===== src/rtl/patmem_pkg.sv =====
package patmem_pkg;

    localparam int ADDR_W   = 25;
    localparam int DATA_W   = 16;
    localparam int PAGE_LSB = 3;
    localparam int TIM_W    = 4;

    typedef enum logic [2:0] {
        ST_IDLE,
        ST_FLOAT,
        ST_RAND,
        ST_PAGE,
        ST_WRITE,
        ST_WHOLD
    } seq_state_t;

    typedef struct packed {
        logic [1:0] flt;
        logic [3:0] rnd;
        logic [2:0] pg;
        logic       narrow;
    } tim_cfg_t;

    // Counter preload: a phase of v clocks loads v-1, and 0 behaves as 1.
    function automatic logic [TIM_W-1:0] load_of(input logic [TIM_W-1:0] v);
        return (v == '0) ? '0 : v - 1'b1;
    endfunction

endpackage


===== src/rtl/patmem_timer.sv =====
module patmem_timer #(
    parameter int CW = 4
) (
    input  logic          clk,
    input  logic          rst,
    input  logic          en,
    input  logic          load,
    input  logic [CW-1:0] load_val,
    output logic          done
);

    logic [CW-1:0] cnt;

    always_ff @(posedge clk) begin
        if (rst) begin
            cnt <= '0;
        end else if (en) begin
            if (load)
                cnt <= load_val;
            else if (cnt != '0)
                cnt <= cnt - 1'b1;
        end
    end

    assign done = (cnt == '0);

endmodule


===== src/rtl/patmem_seq.sv =====
module patmem_seq
    import patmem_pkg::*;
#(
    parameter int AW = ADDR_W,
    parameter int DW = DATA_W,
    parameter int PB = PAGE_LSB
) (
    input  logic          clk,
    input  logic          rst,
    input  logic          hold,
    input  tim_cfg_t      cfg,
    input  logic          req_valid,
    output logic          req_ready,
    input  logic          req_write,
    input  logic [AW-1:0] req_addr,
    input  logic [DW-1:0] req_wdata,
    output logic          rd_valid,
    output logic [DW-1:0] rd_data,
    output logic [AW-1:0] bus_addr,
    output logic          bus_oe_n,
    output logic          bus_we_n,
    output logic          bus_dq_drv,
    output logic [DW-1:0] bus_dq,
    input  logic [DW-1:0] bus_dq_in
);

    localparam int HALF  = DW / 2;
    localparam int TAG_W = AW - PB;

    seq_state_t      state, nstate;
    tim_cfg_t        tim;
    logic            op_wr;
    logic            upper;
    logic [AW-1:0]   base;
    logic [DW-1:0]   wbuf;
    logic [HALF-1:0] lo_byte;
    logic            page_open;
    logic            page_narrow;
    logic [TAG_W-1:0] page_tag;

    logic            t_load, t_done;
    logic [TIM_W-1:0] t_val;
    logic            accept, capture, advance, finish_rd;
    logic [AW-1:0]   cur_addr, req_bus;
    logic            hit;

    // Narrow mode: the word address shifts up one and bit 0 picks the byte.
    assign cur_addr = tim.narrow ? {base[AW-2:0], upper} : base;
    assign req_bus  = cfg.narrow ? {req_addr[AW-2:0], 1'b0} : req_addr;
    assign hit      = page_open && !req_write && (page_narrow == cfg.narrow)
                      && (req_bus[AW-1:PB] == page_tag);

    patmem_timer #(.CW(TIM_W)) u_timer (
        .clk      (clk),
        .rst      (rst),
        .en       (!hold),
        .load     (t_load),
        .load_val (t_val),
        .done     (t_done)
    );

    always_comb begin
        nstate    = state;
        t_load    = 1'b0;
        t_val     = '0;
        accept    = 1'b0;
        capture   = 1'b0;
        advance   = 1'b0;
        finish_rd = 1'b0;
        if (!hold) begin
            unique case (state)
                ST_IDLE: begin
                    if (req_valid) begin
                        accept = 1'b1;
                        t_load = 1'b1;
                        if (hit) begin
                            nstate = ST_PAGE;
                            t_val  = load_of(TIM_W'(cfg.pg));
                        end else begin
                            nstate = ST_FLOAT;
                            t_val  = load_of(TIM_W'(cfg.flt));
                        end
                    end
                end
                ST_FLOAT: begin
                    if (t_done) begin
                        nstate = op_wr ? ST_WRITE : ST_RAND;
                        t_load = 1'b1;
                        t_val  = load_of(tim.rnd);
                    end
                end
                ST_RAND, ST_PAGE: begin
                    if (t_done) begin
                        capture = 1'b1;
                        if (tim.narrow && !upper) begin
                            nstate  = ST_PAGE;
                            advance = 1'b1;
                            t_load  = 1'b1;
                            t_val   = load_of(TIM_W'(tim.pg));
                        end else begin
                            nstate    = ST_IDLE;
                            finish_rd = 1'b1;
                        end
                    end
                end
                ST_WRITE: begin
                    if (t_done)
                        nstate = ST_WHOLD;
                end
                ST_WHOLD: begin
                    if (tim.narrow && !upper) begin
                        nstate  = ST_WRITE;
                        advance = 1'b1;
                        t_load  = 1'b1;
                        t_val   = load_of(tim.rnd);
                    end else begin
                        nstate = ST_IDLE;
                    end
                end
                default: nstate = ST_IDLE;
            endcase
        end
    end

    always_ff @(posedge clk) begin
        if (rst) begin
            state       <= ST_IDLE;
            tim         <= '0;
            op_wr       <= 1'b0;
            upper       <= 1'b0;
            base        <= '0;
            wbuf        <= '0;
            lo_byte     <= '0;
            page_open   <= 1'b0;
            page_narrow <= 1'b0;
            page_tag    <= '0;
            rd_valid    <= 1'b0;
            rd_data     <= '0;
        end else begin
            state    <= nstate;
            rd_valid <= 1'b0;
            if (accept) begin
                op_wr <= req_write;
                tim   <= cfg;
                base  <= req_addr;
                upper <= 1'b0;
                wbuf  <= req_wdata;
                if (req_write)
                    page_open <= 1'b0;
            end
            if (advance)
                upper <= 1'b1;
            if (capture && tim.narrow && !upper)
                lo_byte <= bus_dq_in[HALF-1:0];
            if (finish_rd) begin
                rd_valid    <= 1'b1;
                rd_data     <= tim.narrow ? {bus_dq_in[HALF-1:0], lo_byte} : bus_dq_in;
                page_open   <= 1'b1;
                page_narrow <= tim.narrow;
                page_tag    <= cur_addr[AW-1:PB];
            end
        end
    end

    assign req_ready  = (state == ST_IDLE) && !hold;
    assign bus_addr   = cur_addr;
    assign bus_oe_n   = !((state == ST_RAND) || (state == ST_PAGE) ||
                          ((state == ST_IDLE) && page_open));
    assign bus_we_n   = (state != ST_WRITE);
    assign bus_dq_drv = (state == ST_WRITE) || (state == ST_WHOLD);
    assign bus_dq     = tim.narrow ? {{HALF{1'b0}}, (upper ? wbuf[DW-1:HALF] : wbuf[HALF-1:0])}
                                   : wbuf;

endmodule


===== src/rtl/patmem_pins.sv =====
module patmem_pins #(
    parameter int AW = 25,
    parameter int DW = 16
) (
    input  logic          hiz_n,
    input  logic [AW-1:0] bus_addr,
    input  logic          bus_oe_n,
    input  logic          bus_we_n,
    input  logic          bus_dq_drv,
    input  logic [DW-1:0] bus_dq,
    output logic [AW-1:0] mem_addr,
    output logic          mem_oe_n,
    output logic          mem_we_n,
    output logic          mem_ctl_en,
    output logic [DW-1:0] mem_dq_out,
    output logic          mem_dq_en
);

    // A floated bus shows idle strobe levels so a bus keeper sees no pulse.
    assign mem_ctl_en = hiz_n;
    assign mem_dq_en  = hiz_n && bus_dq_drv;
    assign mem_addr   = bus_addr;
    assign mem_oe_n   = bus_oe_n || !hiz_n;
    assign mem_we_n   = bus_we_n || !hiz_n;
    assign mem_dq_out = bus_dq;

endmodule


===== src/rtl/patmem_ctrl.sv =====
module patmem_ctrl
    import patmem_pkg::*;
#(
    parameter int AW = ADDR_W,
    parameter int DW = DATA_W,
    parameter int PB = PAGE_LSB
) (
    input  logic          clk,
    input  logic          rst,
    input  logic [1:0]    cfg_float,
    input  logic [3:0]    cfg_rand,
    input  logic [2:0]    cfg_page,
    input  logic          cfg_byte,
    input  logic          req_valid,
    output logic          req_ready,
    input  logic          req_write,
    input  logic [AW-1:0] req_addr,
    input  logic [DW-1:0] req_wdata,
    output logic          rd_valid,
    output logic [DW-1:0] rd_data,
    output logic [AW-1:0] mem_addr,
    output logic          mem_oe_n,
    output logic          mem_we_n,
    output logic          mem_ctl_en,
    output logic [DW-1:0] mem_dq_out,
    output logic          mem_dq_en,
    input  logic [DW-1:0] mem_dq_in,
    input  logic          mem_hiz_n
);

    tim_cfg_t        cfg;
    logic [AW-1:0]   bus_addr;
    logic            bus_oe_n, bus_we_n, bus_dq_drv;
    logic [DW-1:0]   bus_dq;

    assign cfg = '{flt: cfg_float, rnd: cfg_rand, pg: cfg_page, narrow: cfg_byte};

    patmem_seq #(.AW(AW), .DW(DW), .PB(PB)) u_seq (
        .clk        (clk),
        .rst        (rst),
        .hold       (!mem_hiz_n),
        .cfg        (cfg),
        .req_valid  (req_valid),
        .req_ready  (req_ready),
        .req_write  (req_write),
        .req_addr   (req_addr),
        .req_wdata  (req_wdata),
        .rd_valid   (rd_valid),
        .rd_data    (rd_data),
        .bus_addr   (bus_addr),
        .bus_oe_n   (bus_oe_n),
        .bus_we_n   (bus_we_n),
        .bus_dq_drv (bus_dq_drv),
        .bus_dq     (bus_dq),
        .bus_dq_in  (mem_dq_in)
    );

    patmem_pins #(.AW(AW), .DW(DW)) u_pins (
        .hiz_n      (mem_hiz_n),
        .bus_addr   (bus_addr),
        .bus_oe_n   (bus_oe_n),
        .bus_we_n   (bus_we_n),
        .bus_dq_drv (bus_dq_drv),
        .bus_dq     (bus_dq),
        .mem_addr   (mem_addr),
        .mem_oe_n   (mem_oe_n),
        .mem_we_n   (mem_we_n),
        .mem_ctl_en (mem_ctl_en),
        .mem_dq_out (mem_dq_out),
        .mem_dq_en  (mem_dq_en)
    );

endmodule


===== config.mk =====
export PLATFORM = sky130hd
export DESIGN_NAME = patmem_ctrl
export DESIGN_NICKNAME = d
export VERILOG_FILES = /design/src/rtl/patmem_pkg.sv /design/src/rtl/patmem_timer.sv /design/src/rtl/patmem_seq.sv /design/src/rtl/patmem_pins.sv /design/src/rtl/patmem_ctrl.sv
export SDC_FILE = /design/constraint.sdc
export NUM_CORES = 1
export LEC_CHECK = 0
export BUFFER_PORTS_ARGS = -buffer_cell sky130_fd_sc_hd__buf_2
export CAP_MARGIN = 10
export CORE_MARGIN = 4
export CORE_UTILIZATION = 32
export CTS_CLUSTER_SIZE = 30
export DETAILED_ROUTE_END_ITERATION = 12
export PLACE_DENSITY = 0.54
export SYNTH_ARGS = -nofsm -noshare
export SYNTH_HDL_FRONTEND = slang
export SYNTH_SLANG_ARGS = --single-unit

===== constraint.sdc =====
create_clock -name clk -period 3.9 [get_ports clk]
set_clock_uncertainty 0.05 [all_clocks]
set_input_delay 0.585 -clock clk [delete_from_list [all_inputs] [get_ports clk]]
set_output_delay 0.585 -clock clk [all_outputs]
set_load 0.05 [all_outputs]

After elaboration in Yosys (flattened, before gate mapping)
Index checks and enable logic that the tools add are counted.
{"block": "word_totals", "regBits": 107, "input_bits": 72, "out_inout_bits": 63, "wordCells": 114}
{"block": "classes", "addsub": 5, "eq_ne": 12, "n_mux": 49, "reduce_logical": 33}
{"cell": "two-way mux 25 bit", "count": 2}
{"cell": "two-way mux 4 bit", "count": 12}
{"cell": "two-way mux 16 bit", "count": 2}
{"cell": "equality test 22 bit", "count": 1}
{"cell": "two-way mux 1 bit", "count": 20}
{"cell": "two-way mux 3 bit", "count": 6}
{"cell": "one-hot mux 4 bit (4 select lines)", "count": 1}
{"cell": "one-hot mux 3 bit (5 select lines)", "count": 1}
{"cell": "logical AND 1 bit", "count": 9}
{"cell": "logical NOT 3 bit", "count": 3}
{"cell": "logical NOT 4 bit", "count": 2}
{"cell": "two-way mux 8 bit", "count": 1}
{"cell": "nonzero test 2 bit", "count": 4}
{"cell": "subtractor 3 x 1 -> 4 bit, second input constant", "count": 2}
{"cell": "subtractor 4 x 1 -> 4 bit, second input constant", "count": 2}
{"cell": "equality test 3 x 2 -> 1 bit, second input constant", "count": 2}
{"cell": "equality test 3 bit, second input constant", "count": 2}
{"cell": "inequality test 2 x 1 -> 1 bit, second input constant", "count": 3}
{"cell": "logical OR 1 bit", "count": 5}
{"cell": "AND reduction 5 bit", "count": 1}
{"cell": "logical NOT 1 bit", "count": 4}
{"cell": "two-way mux 2 bit", "count": 2}
{"cell": "one-hot mux 1 bit (4 select lines)", "count": 1}
{"cell": "AND reduction 2 bit", "count": 2}
{"cell": "9 further kinds", "count": 9}

Depth between registers and ports, before layout
{"block": "logic_depth", "depth_word": 8, "ltp_mapped": 10, "ltp_nobuf": 8}

Cells and area by module
From an unflattened synthesis, not the netlist that was laid out.
{"block": "hier_totals", "hier_cells": 693, "area_unflattened_um2": 5790.6}
{"mod": "patmem_seq", "instances": 1, "cells_each": 614, "area_per_inst_um2": 5170.0, "seq_area_each_um2": 2062.0}
{"mod": "patmem_pins", "instances": 1, "cells_each": 45, "area_per_inst_um2": 334.1, "seq_area_each_um2": 0.0}
{"mod": "patmem_timer", "instances": 1, "cells_each": 33, "area_per_inst_um2": 282.8, "seq_area_each_um2": 80.1}
{"mod": "patmem_ctrl", "instances": 1, "cells_each": 1, "area_per_inst_um2": 3.8, "seq_area_each_um2": 0.0}

Worst setup path before layout
OpenSTA, ideal clock, no wires.
{"block": "synth_timing", "kind": "reg-to-output", "from": "register u_seq.tim[0] in the netlist's numbering", "to": "output port mem_addr[0]", "t_arrival_ps": 1814, "t_required_ps": 3265, "slack_ps": 1451, "path_stages_with_launch": 5, "n_path_buf": 2, "cell_sequence": "dfxtp_1 buf_2 buf_1 nand2_1 o21ai_0"}
{"block": "synth_between", "elab_chain_len": 1}
{"item": "start, declared", "line_no": "patmem_seq.sv:31", "text": "tim_cfg_t tim;"}
{"item": "start signal, assigned", "line_no": "patmem_seq.sv:144", "text": "tim <= cfg;"}
{"item": "two-way mux 25 bit", "line_no": "patmem_seq.sv:48", "text": "assign cur_addr = tim.narrow ? {base[AW-2:0], upper} : base;"}
{"item": "end, declared", "line_no": "patmem_ctrl.sv:21", "text": "output logic [AW-1:0] mem_addr,"}
No other way between the ends.

Worst setup path in the final report
{"block": "layout_timing", "from": "register u_seq.tim[0] in the netlist's numbering", "to": "output port mem_addr[24]"}
Same word-level chain as after synthesis.

==> results.md <==
* Sequential area share after synthesis at 39.6%
* Mapped Cells at 659
* Hold/Removal Path Class: flip-flop to flip-flop
* Seq pwr share at between 40% and 50%
* Syn Std Cell Area at 0.00540 mm²
* Power Density at approximately 400 mW/mm²
* First-pass GRT wire length at 24.6 mm
* Cts repair resizes at 0
* I/O pin count at 135
* Reg2Reg Depth at 10
* Post-synth cell types at 46
* Share of layout cells above drive strength 1 at 26.5%
* Die W at approximately 140 µm
* Setup_tns at 0 ns
* Final hold viol count at 0
* Root buffer selected by CTS: clkbuf_16
* Initial core utilization at 32.6%
* Pint at roughly 1.8 mW
* Routed vias at about 4800
* Cell Area, Placed at 0.00624 mm²
* RSZ-0062 raised after global routing: false
* CP endpoint kind: output pin
* DRC Markers at 0
* Leakage power at 2.70 nW
* CP peak stage delay at 0.59 ns
* Rows at 47
* Initial DRT Pass Iterations at 4
* Max Cap Violations at 0
* Initial antenna violation count at 0
* Total Routing Usage GR at 16.4%
* Tmin final at 2.79 ns
* Total Wirelength at 15.4 mm
* Worst r2r src: u_seq.u_timer.cnt[0]$_SDFFE_PP0P_
* Design area at 0.00652 mm²
* Startpoint Class: flip-flop
* Clock tree from TritonCTS: yes
* Vias in the first global route at 4717
* Detailed Place HPWL at 11.1 mm
* Logic gate share of total power at 21.3%
* Fin crit share at between 70% and 80%
* Crit-path max FO at 44
* Mapped Avg Cell Area at 8.20 µm²
* Die footprint at 0.0190 mm²
* Nets@finish at 845
* WL per Instance at approximately 16 µm
* Ys async rst share at 0%
* Worst endpoint required time at 3.26 ns
* Reg2reg setup slack at ~1.2 ns
* Final core utilization at 39.3%
* Switching fraction of total power at 31.4%
* Vias per cell at about 4.9
* Setup Buffers After CTS at 0
* Critical path origin: u_seq.tim[0]$_SDFFE_PP0P_
* H-tree depth at 3
* Most frequent cell after synthesis: nand2_1
* # hold bufs at CTS at 0
* # port buffers at about 130
* Reg-to-Reg End: u_seq.rd_data[12]$_SDFFE_PP0P_
* Deepest clock path buffer count at 2
* ANT cells at 0
* Worst Path Arrival at 2.15 ns
* Area share of the largest cell type after synthesis at 39.6%
* Overflow after GRT at 0
* Worst-path clk slew at around 0.070 ns
* Inserted Clock Buffers at 9
* Max VDD drop at 0.218 mV
* Synth Register Bits at 107
* TritonCTS Sinks at 107
* Clock latency on the worst-skew pair at 0.35 ns
* Status: completed
* Layout Area Growth over Synthesis at 20.7%
* Post-synth EDFFs at 0
* Final GP Congestion at between 0.7 and 0.8
* Crit path to: mem_addr[24]
* Final Max Tran Viols at 0
* Clk pwr share at between 30 and 40%
* Critical-path top delay cell: buf_4
* WHS at 0.405 ns
* FMAX at 0.359 GHz
* Post-synth top cells: nand2_1 (148), dfxtp_1 (107), a21oi_1 (90), mux2i_1 (39), clkbuf_1 (35)
* Cell taking the most area after synthesis: dfxtp_1
* Chip height at 138 µm
* DR iter-0 viols at between 200 and 250
* Max-slew headroom at around half
* Sw power at 0.828 mW
* Synth Net Count at around 740
* Worst slew pin tran at about 0.73 ns
* CP cell instances: buf_4, mux2_2, buf_2
* Final setup fails at 0
* Core footprint at between 0.015 and 0.02 mm²
* Predominant post-synthesis flop cell: dfxtp_1
* Yosys warns at 0
* Synth top area cells: dfxtp_1 (40%), nand2_1 (10%), a21oi_1 (8.3%), mux2i_1 (7.2%), mux2_2 (6.7%)
* Final ANT Viol Nets at 0
* CP Class: flip-flop to output pin
* Largest net degree at the start of global routing at between 50 and 60
worst min path at each step:
stage                                  startpoint                             to  slack [ns]  cells after the start
floorplan              u_seq.wbuf[0]$_SDFFE_PP0P_     u_seq.wbuf[0]$_SDFFE_PP0P_        0.38                      2
global placement    u_seq.lo_byte[2]$_SDFFE_PP0P_  u_seq.lo_byte[2]$_SDFFE_PP0P_        0.39                      2
detailed placement     u_seq.wbuf[7]$_SDFFE_PP0P_     u_seq.wbuf[7]$_SDFFE_PP0P_        0.40                      2
CTS                                 req_wdata[11]    u_seq.wbuf[11]$_SDFFE_PP0P_        0.40                      3
global route                         req_wdata[3]     u_seq.wbuf[3]$_SDFFE_PP0P_        0.41                      3
finish              u_seq.lo_byte[7]$_SDFFE_PP0P_  u_seq.lo_byte[7]$_SDFFE_PP0P_        0.40                      2
cell families (layout without fill, tap and decap cells):
kind of cell               count (synthesis)  after routing  share of synthesized area (%)
buffers and inverters                     59            169                           4.61
DFF                                      107            107                           39.6
xor gates and xnor gates                  27             27                           4.38
muxes                                     71             71                           13.9
and+or+nand+nor                          236            236                           19.5
adders and majority gates                  8              8                           1.85
AOI/OAI and AO/OA                        151            151                           16.1
final cells by class:
cell class,instances,area [µm²]
fillers,1788,10100
multi-input cells,493,3020
flip-flops and latches,107,2140
repair buffers,144,761
well taps,220,275
clock buffers,12,267
inverters,10,37.5
clock inverters,3,21.3
state kept, by name (all words and copies together), names as in the netlist:
name / count
u_seq.base: 25
u_seq.lo_byte: 8
u_seq.op_wr: 1
u_seq.page_narrow: 1
u_seq.page_open: 1
u_seq.page_tag: 22
u_seq.rd_data: 16
u_seq.rd_valid: 1
u_seq.state: 3
u_seq.tim: 8
u_seq.u_timer.cnt: 4
u_seq.upper: 1
u_seq.wbuf: 16
through the flow:
stage / total power, mW / std cells / worst slack (ns)
2_1_floorplan: 1.61 / 659 / 1.45
3_3_place_gp: 1.77 / 974 / 1.07
3_5_place_dp: 1.77 / 974 / 1.04
4_1_cts: 2.67 / 989 / 1.09
5_1_grt: 2.77 / 989 / 0.830
6_report: 2.64 / 989 / 1.11
routing by layer:
layer | share of wire, % | global-route usage, %
met1 | 46 | 21.4
met2 | 47 | 26.6
met5 | 0 | 0
met4 | 1.1 | 4.23
met3 | 5.9 | 4.79
cells in the final DEF (no fill, tap or decap), types with 2 or more instances in the layout:
master / instances
ha_1: 8
mux2_2: 32
nor2_1: 28
nand2_1: 147
or2_2: 3
nor2b_1: 11
inv_1: 10
clkbuf_16: 9
mux2i_1: 39
dfxtp_1: 106
and2_1: 2
buf_4: 10
clkbuf_8: 3
nor4_4: 2
a21oi_1: 90
nand3_1: 13
o21ai_0: 26
buf_2: 133
xnor2_1: 6
a211oi_1: 17
nor3b_1: 2
a211o_1: 2
a21o_1: 3
xor2_1: 21
nand4_1: 6
nor3_1: 9
a31oi_1: 3
nor4_1: 2
nand2b_1: 3
worst max-delay path, delay by kind of cell (launching register included):
kind     cells  cell delay, ns
flops        1            0.50
buf+inv      2            0.81
mux          1            0.45
power by group through the flow:
stage | clock, mW | sequential, mW | combinational, mW
floorplan | 0 | 1.20 | 0.410
global placement | 0 | 1.20 | 0.570
detailed placement | 0 | 1.20 | 0.568
CTS | 0.925 | 1.18 | 0.570
global route | 0.964 | 1.19 | 0.620
finish | 0.900 | 1.18 | 0.562
(Power assumes the default switching activity.)
